==> src/rtl/flash_dec_pkg.sv <==
package flash_dec_pkg;

  typedef enum logic [2:0] {
    MD_READ   = 3'd0,
    MD_ID     = 3'd1,
    MD_QUERY  = 3'd2,
    MD_PROG   = 3'd3,
    MD_CERASE = 3'd4,
    MD_SERASE = 3'd5
  } mode_e;

  typedef enum logic [2:0] {
    SQ_IDLE, SQ_UNL1, SQ_UNL2, SQ_PARM, SQ_ERS3, SQ_ERS4, SQ_ERS5, SQ_RUN
  } seq_e;

  localparam logic [7:0] CB_UNL1  = 8'hAA;
  localparam logic [7:0] CB_UNL2  = 8'h55;
  localparam logic [7:0] CB_IDENT = 8'h90;
  localparam logic [7:0] CB_PROG  = 8'hA0;
  localparam logic [7:0] CB_ERASE = 8'h80;
  localparam logic [7:0] CB_CHIP  = 8'h10;
  localparam logic [7:0] CB_SECT  = 8'h30;
  localparam logic [7:0] CB_RST   = 8'hF0;
  localparam logic [7:0] CB_QUERY = 8'h98;
  localparam logic [7:0] CB_SUSP  = 8'hB0;
  localparam logic [7:0] CB_RESUM = 8'h30;

  localparam int unsigned KA_555 = 'h555;
  localparam int unsigned KA_2AA = 'h2AA;
  localparam int unsigned KA_055 = 'h055;

  typedef struct packed {
    logic unl1;
    logic unl2;
    logic ident;
    logic prog;
    logic erase;
    logic chip;
    logic sect;
    logic rst;
    logic query;
    logic susp;
    logic resum;
  } hit_t;

endpackage

==> src/rtl/flash_cmd_match.sv <==
module flash_cmd_match
  import flash_dec_pkg::*;
#(
  parameter int AW = 19,
  parameter int CW = 11
) (
  input  logic [AW-1:0] addr_i,
  input  logic [7:0]    data_i,
  output hit_t          hit_o
);
  localparam logic [CW-1:0] K555 = CW'(KA_555);
  localparam logic [CW-1:0] K2AA = CW'(KA_2AA);
  localparam logic [CW-1:0] K055 = CW'(KA_055);

  logic [CW-1:0] lo;
  logic a555, a2aa, a055;

  assign lo   = addr_i[CW-1:0];
  assign a555 = (lo == K555);
  assign a2aa = (lo == K2AA);
  assign a055 = (lo == K055);

  always_comb begin
    hit_o       = '0;
    hit_o.unl1  = a555 && (data_i == CB_UNL1);
    hit_o.unl2  = a2aa && (data_i == CB_UNL2);
    hit_o.ident = a555 && (data_i == CB_IDENT);
    hit_o.prog  = a555 && (data_i == CB_PROG);
    hit_o.erase = a555 && (data_i == CB_ERASE);
    hit_o.chip  = a555 && (data_i == CB_CHIP);
    hit_o.sect  = (data_i == CB_SECT);
    hit_o.rst   = (data_i == CB_RST);
    hit_o.query = a055 && (data_i == CB_QUERY);
    hit_o.susp  = (data_i == CB_SUSP);
    hit_o.resum = (data_i == CB_RESUM);
  end
endmodule

==> src/rtl/flash_id_read.sv <==
module flash_id_read
  import flash_dec_pkg::*;
#(
  parameter int          AW     = 19,
  parameter int          SW     = 3,
  parameter logic [7:0]  MFR_ID = 8'h5A,
  parameter logic [7:0]  DEV_ID = 8'hC3
) (
  input  mode_e              mode_i,
  input  logic [AW-1:0]      rd_addr_i,
  input  logic [(1<<SW)-1:0] prot_i,
  output logic [7:0]         id_data_o
);
  logic [SW-1:0] sect;
  logic [7:0]    ofs;

  assign sect = rd_addr_i[AW-1 -: SW];
  assign ofs  = rd_addr_i[7:0];

  always_comb begin
    id_data_o = 8'h00;
    if (mode_i == MD_ID) begin
      unique case (ofs)
        8'h00:   id_data_o = MFR_ID;
        8'h01:   id_data_o = DEV_ID;
        8'h02:   id_data_o = {7'b0, prot_i[sect]};
        default: id_data_o = 8'h00;
      endcase
    end
  end
endmodule

==> src/rtl/flash_seq_fsm.sv <==
module flash_seq_fsm
  import flash_dec_pkg::*;
#(
  parameter int AW = 19
) (
  input  logic          clk_i,
  input  logic          rst_ni,
  input  logic          wr_i,
  input  logic [AW-1:0] addr_i,
  input  logic [7:0]    data_i,
  input  hit_t          hit_i,
  input  logic          busy_i,
  input  logic          fail_i,
  input  logic          susp_i,
  output mode_e         mode_o,
  output logic          prog_go_o,
  output logic          chip_go_o,
  output logic          sect_go_o,
  output logic          susp_o,
  output logic          resume_o,
  output logic [AW-1:0] op_addr_o,
  output logic [7:0]    op_data_o,
  output logic          fail_o
);
  mode_e         mode_q;
  seq_e          seq_q;
  logic          fail_q, busy_q, busy_fall;
  logic          pg_q, cg_q, sg_q, su_q, rs_q;
  logic [AW-1:0] op_addr_q;
  logic [7:0]    op_data_q;

  assign busy_fall = busy_q && !busy_i;

  always_ff @(posedge clk_i or negedge rst_ni) begin
    if (!rst_ni) begin
      mode_q    <= MD_READ;
      seq_q     <= SQ_IDLE;
      fail_q    <= 1'b0;
      busy_q    <= 1'b0;
      pg_q      <= 1'b0;
      cg_q      <= 1'b0;
      sg_q      <= 1'b0;
      su_q      <= 1'b0;
      rs_q      <= 1'b0;
      op_addr_q <= '0;
      op_data_q <= '0;
    end else begin
      busy_q <= busy_i;
      pg_q   <= 1'b0;
      cg_q   <= 1'b0;
      sg_q   <= 1'b0;
      su_q   <= 1'b0;
      rs_q   <= 1'b0;
      // running operation finished cleanly
      if (busy_fall && !fail_q && !fail_i && seq_q == SQ_RUN) begin
        mode_q <= MD_READ;
        seq_q  <= SQ_IDLE;
      end
      if (wr_i) begin
        if (fail_q) begin
          if (hit_i.rst) begin
            fail_q <= 1'b0;
            mode_q <= MD_READ;
            seq_q  <= SQ_IDLE;
          end
        end else if (busy_i) begin
          if (hit_i.susp && mode_q == MD_SERASE) su_q <= 1'b1;
        end else if (mode_q == MD_QUERY) begin
          if (hit_i.rst) mode_q <= MD_READ;
        end else if (mode_q == MD_ID) begin
          if (hit_i.rst)        mode_q <= MD_READ;
          else if (hit_i.query) mode_q <= MD_QUERY;
        end else if (seq_q == SQ_RUN) begin
          // start issued, controller not yet busy
        end else if (hit_i.rst) begin
          mode_q <= MD_READ;
          seq_q  <= SQ_IDLE;
        end else begin
          unique case (seq_q)
            SQ_IDLE: begin
              if (hit_i.unl1)       seq_q  <= SQ_UNL1;
              else if (hit_i.query) mode_q <= MD_QUERY;
              else if (hit_i.resum && susp_i) begin
                rs_q   <= 1'b1;
                mode_q <= MD_SERASE;
                seq_q  <= SQ_RUN;
              end
            end
            SQ_UNL1: seq_q <= hit_i.unl2 ? SQ_UNL2 : SQ_IDLE;
            SQ_UNL2: begin
              if (hit_i.ident) begin
                mode_q <= MD_ID;
                seq_q  <= SQ_IDLE;
              end else if (hit_i.prog) begin
                mode_q <= MD_PROG;
                seq_q  <= SQ_PARM;
              end else if (hit_i.erase && !susp_i) begin
                seq_q  <= SQ_ERS3;
              end else begin
                seq_q  <= SQ_IDLE;
              end
            end
            SQ_PARM: begin
              pg_q      <= 1'b1;
              op_addr_q <= addr_i;
              op_data_q <= data_i;
              seq_q     <= SQ_RUN;
            end
            SQ_ERS3: seq_q <= hit_i.unl1 ? SQ_ERS4 : SQ_IDLE;
            SQ_ERS4: seq_q <= hit_i.unl2 ? SQ_ERS5 : SQ_IDLE;
            SQ_ERS5: begin
              if (hit_i.chip) begin
                cg_q      <= 1'b1;
                op_addr_q <= addr_i;
                op_data_q <= data_i;
                mode_q    <= MD_CERASE;
                seq_q     <= SQ_RUN;
              end else if (hit_i.sect) begin
                sg_q      <= 1'b1;
                op_addr_q <= addr_i;
                op_data_q <= data_i;
                mode_q    <= MD_SERASE;
                seq_q     <= SQ_RUN;
              end else begin
                seq_q     <= SQ_IDLE;
              end
            end
            default: seq_q <= SQ_IDLE;
          endcase
        end
      end
      if (fail_i) fail_q <= 1'b1;
    end
  end

  assign mode_o    = mode_q;
  assign prog_go_o = pg_q;
  assign chip_go_o = cg_q;
  assign sect_go_o = sg_q;
  assign susp_o    = su_q;
  assign resume_o  = rs_q;
  assign op_addr_o = op_addr_q;
  assign op_data_o = op_data_q;
  assign fail_o    = fail_q;

  a_r5_one_strobe: assert property (@(posedge clk_i) disable iff (!rst_ni)
    $onehot0({pg_q, cg_q, sg_q, su_q, rs_q}));

  a_r9_busy_no_start: assert property (@(posedge clk_i) disable iff (!rst_ni)
    (busy_i && !fail_q) |=> !(pg_q || cg_q || sg_q || rs_q));

  a_r10_fail_sticky: assert property (@(posedge clk_i) disable iff (!rst_ni)
    (fail_q && !(wr_i && hit_i.rst)) |=> fail_q);

  a_r4_prog_capture: assert property (@(posedge clk_i) disable iff (!rst_ni)
    pg_q |-> ($past(wr_i) && op_data_q == $past(data_i) && op_addr_q == $past(addr_i)));

  a_r8_mode_cause: assert property (@(posedge clk_i) disable iff (!rst_ni)
    (mode_q != $past(mode_q)) |-> ($past(wr_i) || $past(busy_fall)));
endmodule

==> src/rtl/flash_cmd_decoder.sv <==
module flash_cmd_decoder
  import flash_dec_pkg::*;
#(
  parameter int         AW     = 19,
  parameter int         CW     = 11,
  parameter int         SW     = 3,
  parameter logic [7:0] MFR_ID = 8'h5A,
  parameter logic [7:0] DEV_ID = 8'hC3
) (
  input  logic                 clk_i,
  input  logic                 rst_ni,
  input  logic                 wr_i,
  input  logic [AW-1:0]        addr_i,
  input  logic [7:0]           data_i,
  input  logic                 busy_i,
  input  logic                 fail_i,
  input  logic                 susp_i,
  input  logic [AW-1:0]        rd_addr_i,
  input  logic [(1<<SW)-1:0]   sect_prot_i,
  output logic [2:0]           mode_o,
  output logic                 prog_go_o,
  output logic                 chip_go_o,
  output logic                 sect_go_o,
  output logic                 susp_o,
  output logic                 resume_o,
  output logic [AW-1:0]        op_addr_o,
  output logic [7:0]           op_data_o,
  output logic                 fail_o,
  output logic [7:0]           id_data_o
);
  hit_t  hit;
  mode_e mode;

  flash_cmd_match #(.AW(AW), .CW(CW)) u_match (
    .addr_i (addr_i),
    .data_i (data_i),
    .hit_o  (hit)
  );

  flash_seq_fsm #(.AW(AW)) u_fsm (
    .clk_i     (clk_i),
    .rst_ni    (rst_ni),
    .wr_i      (wr_i),
    .addr_i    (addr_i),
    .data_i    (data_i),
    .hit_i     (hit),
    .busy_i    (busy_i),
    .fail_i    (fail_i),
    .susp_i    (susp_i),
    .mode_o    (mode),
    .prog_go_o (prog_go_o),
    .chip_go_o (chip_go_o),
    .sect_go_o (sect_go_o),
    .susp_o    (susp_o),
    .resume_o  (resume_o),
    .op_addr_o (op_addr_o),
    .op_data_o (op_data_o),
    .fail_o    (fail_o)
  );

  flash_id_read #(.AW(AW), .SW(SW), .MFR_ID(MFR_ID), .DEV_ID(DEV_ID)) u_id (
    .mode_i    (mode),
    .rd_addr_i (rd_addr_i),
    .prot_i    (sect_prot_i),
    .id_data_o (id_data_o)
  );

  assign mode_o = mode;
endmodule

==> config.mk <==
export PLATFORM = sky130hd
export DESIGN_NAME = flash_cmd_decoder
export DESIGN_NICKNAME = d
export VERILOG_FILES = /design/src/rtl/flash_dec_pkg.sv /design/src/rtl/flash_cmd_match.sv /design/src/rtl/flash_id_read.sv /design/src/rtl/flash_seq_fsm.sv /design/src/rtl/flash_cmd_decoder.sv
export SDC_FILE = /design/constraint.sdc
export NUM_CORES = 1
export LEC_CHECK = 0
export BUFFER_PORTS_ARGS = -buffer_cell sky130_fd_sc_hd__buf_2
export CAP_MARGIN = 10
export CELL_PAD_IN_SITES_DETAIL_PLACEMENT = 2
export CELL_PAD_IN_SITES_GLOBAL_PLACEMENT = 2
export CORE_AREA = 2 2 93 95
export DETAILED_ROUTE_END_ITERATION = 10
export DIE_AREA = 0 0 95 97
export PLACE_DENSITY = 0.91
export SYNTH_ARGS = -nofsm -noshare
export SYNTH_HDL_FRONTEND = slang
export SYNTH_SLANG_ARGS = --single-unit
==> constraint.sdc <==
create_clock -name clk_i -period 3.62 [get_ports clk_i]
set_input_delay 0.724 -clock clk_i [delete_from_list [all_inputs] [get_ports clk_i]]
set_output_delay 0.724 -clock clk_i [all_outputs]
set_load 0.02 [all_outputs]
==> flow_summary.json <==
{
  "rsz0062_at_grt": "false",
  "max-vdd-ir-drop_mv": 0.195,
  "grt_pass1_vias": 2692,
  "ys_ff_latch": 40,
  "leakage_uw": 0.00158,
  "root_buffer": "clkbuf_8",
  "syn_area_um2": 2430,
  "dp_slack_ps": 506,
  "dr_total_vias": 2349,
  "drtIter0Drc": 130,
  "port_buffers": 93,
  "dp_hpwl_um": 6660,
  "drive_above_1_share_pct": 34.6,
  "grt_use_total_pct": 19.1,
  "yosys.area.top_type": "dfrtp_1",
  "pwr-share-seq_pct": 49.1,
  "area_delta_synth_final_pct": 26.4,
  "power.density_nw_per_um2": 300,
  "postCtsSetupRepairBufs": 0,
  "nFillCells": 920,
  "hp-class": "flop to flop",
  "yosysSeqAreaShare_pct": 41.2,
  "synth.avg_cell_area_um2": 10.2,
  "drcViolationCount": 0,
  "cts_num_sinks": 40,
  "setup_violations": 0,
  "final_nets": 386,
  "hold_violations": 0,
  "numCtsBuffers": 5,
  "crit_path_end_kind": "output port",
  "hold_ws_ps": 493,
  "setup.worst_path.start_class": "input port",
  "layout_common_cells": "93 x buf_2, 40 x dfrtp_1, 27 x mux2_1",
  "clk_pin_slew_ps": 80,
  "min_period_ps": 3020,
  "hold_buffers": 0,
  "antenna-diode-count": 0,
  "max_slew.worst_pin.slew_ps": 902,
  "via_per_inst": 5.44,
  "fin_cells": 432,
  "required_ps": 2900,
  "synth_edf_count": 0,
  "rows": 33,
  "clk_latency_ps": 300,
  "clockBufferDepth": 2,
  "swShare_pct": 24.8,
  "core_um2": 8130,
  "fp.dieArea_um2": 9220,
  "gp_congestion": 0.899,
  "p_clk_share_pct": 40.6,
  "status": "finished, final reports clean",
  "antenna_found_initial": 0,
  "fmax_mhz": 331,
  "maxSlewViolCount": 0,
  "relSlewSlack_pct": 39.9,
  "cp_data_arrival_time_ps": 2300,
  "synth_cells": 239,
  "p_comb_share_pct": 10.3,
  "die_y_um": 97,
  "wl_per_cell_um": 19.6,
  "yosysWarnings": 0,
  "setup_tns_ps": 0,
  "synth_top_area_share_pct": 41.2,
  "ys.flop_type": "dfrtp_1",
  "crit_fanout": 3,
  "cts.repair.resized": 0,
  "ant_nets": 0,
  "p_int_uw": 692,
  "final_common_cell": "buf_2",
  "finalCritPeriodShare_pct": 83.5,
  "drt-pass1-iter-count": 4,
  "power.switching_uw": 228,
  "grt.overflow.total": 0,
  "grt_pass1_wl_um": 13900,
  "io_pins": 104,
  "drt-total-wl_um": 8450,
  "cts.htree.levels": 2,
  "max-cap-violations": 0,
  "grt_max_degree": 41,
  "synth_area_leaders": "dfrtp_1 41%, mux2_1 13%, nand3_1 2.5%",
  "initial_core_util_pct": 29.9,
  "tritoncts": "built",
  "worst_slack_ps": 599,
  "die_x_um": 95,
  "skew_ps": 9.02,
  "postSynth.asyncResetShare_pct": 100,
  "ys_types": 51,
  "criticalPathCategory": "input port to output port",
  "placed_cells": 424
}
-- state kept, by name, summed over array words and instances (netlist names) --
name / cells
u_fsm.op_data_o: 8
u_fsm.op_addr_o: 19
u_fsm.busy_q: 1
u_fsm.chip_go_o: 1
u_fsm.seq_q: 3
u_fsm.resume_o: 1
u_fsm.prog_go_o: 1
u_fsm.fail_o: 1
u_fsm.mode_o: 3
u_fsm.susp_o: 1
u_fsm.sect_go_o: 1
-- final cells by class --
cell class	count	area (um^2)	area share, %
inverter	4	15.0	0.489
clock buffer	5	68.8	2.24
clock inverter	3	42.5	1.39
sequential	40	1000	32.6
tap	105	131	4.28
timing repair buffer	96	488	15.9
multi-input combinational	179	1320	43.1
-- critical path, cell delays in order --
cell and delay (ps):
buf_2 90, or4_1 510, or4_1 460, nor2_1 200
and2_1 150, buf_2 160
-- worst paths after layout --
path	from	depth (start not counted)	endpoint	slack [ps]
max in group asynchronous	rst_ni	1	u_fsm.mode_o[0]	2500
worst min-delay path	u_fsm.op_data_o[5]	1	u_fsm.op_data_o[5]	490
min in group asynchronous	rst_ni	1	u_fsm.resume_o	550
worst max register to register	u_fsm.fail_o	5	u_fsm.op_addr_o[0]	870
worst max-delay path	rd_addr_i[3]	6	id_data_o[7]	600
worst min register to register	u_fsm.op_data_o[5]	1	u_fsm.op_data_o[5]	490
-- power groups by stage --
stage	combinational, uW	clock, uW	sequential (uW)
floorplan	36.5	0	461
global placement	89.4	0	461
detailed placement	95.7	0	461
CTS	96.2	382	452
global route	105	405	453
finish	94.5	373	452
-- cells in the mapped netlist, types with 4 or more instances --
cell and count:
dfrtp_1 40, mux2_1 27, nor2_1 14, nand3_1 12, clkbuf_1 11, nand2_1 11
a21oi_1 9, nor3_1 8, o21ai_0 7, nand2b_1 6, a21o_1 5, and2_1 5
nand4_1 5, and3_1 4, and4_1 4, buf_4 4, inv_1 4, nand4b_1 4
o211ai_1 4
-- metrics by stage --
stage | power (uW) | util [%] | instance area (um^2)
after floorplan | 498 | - | 2430
after global placement | 550 | 36.4 | 2960
after detailed placement | 557 | 36.4 | 2960
after CTS | 930 | 37.7 | 3070
after global routing | 963 | 37.7 | 3070
final | 920 | 37.7 | 3070
-- cell families after synthesis --
kind of cell / share of synthesized area, %
buffers and inverters: 4.48
AO/OA/AOI/OAI: 12.0
other: 0.154
AND/OR/NAND/NOR: 26.3
XOR/XNOR: 0.721
multiplexers: 15.2
flip-flops: 41.2
-- per-layer routing --
metal	track usage, %	share of wire, %	vias up
met5	0	0	-
met4	4.91	1.4	0
met3	5.69	8.5	12
met2	34.6	51	103
met1	21.6	39	1171
li1	-	-	1063
No activity file was read; power rests on OpenSTA's default activity.
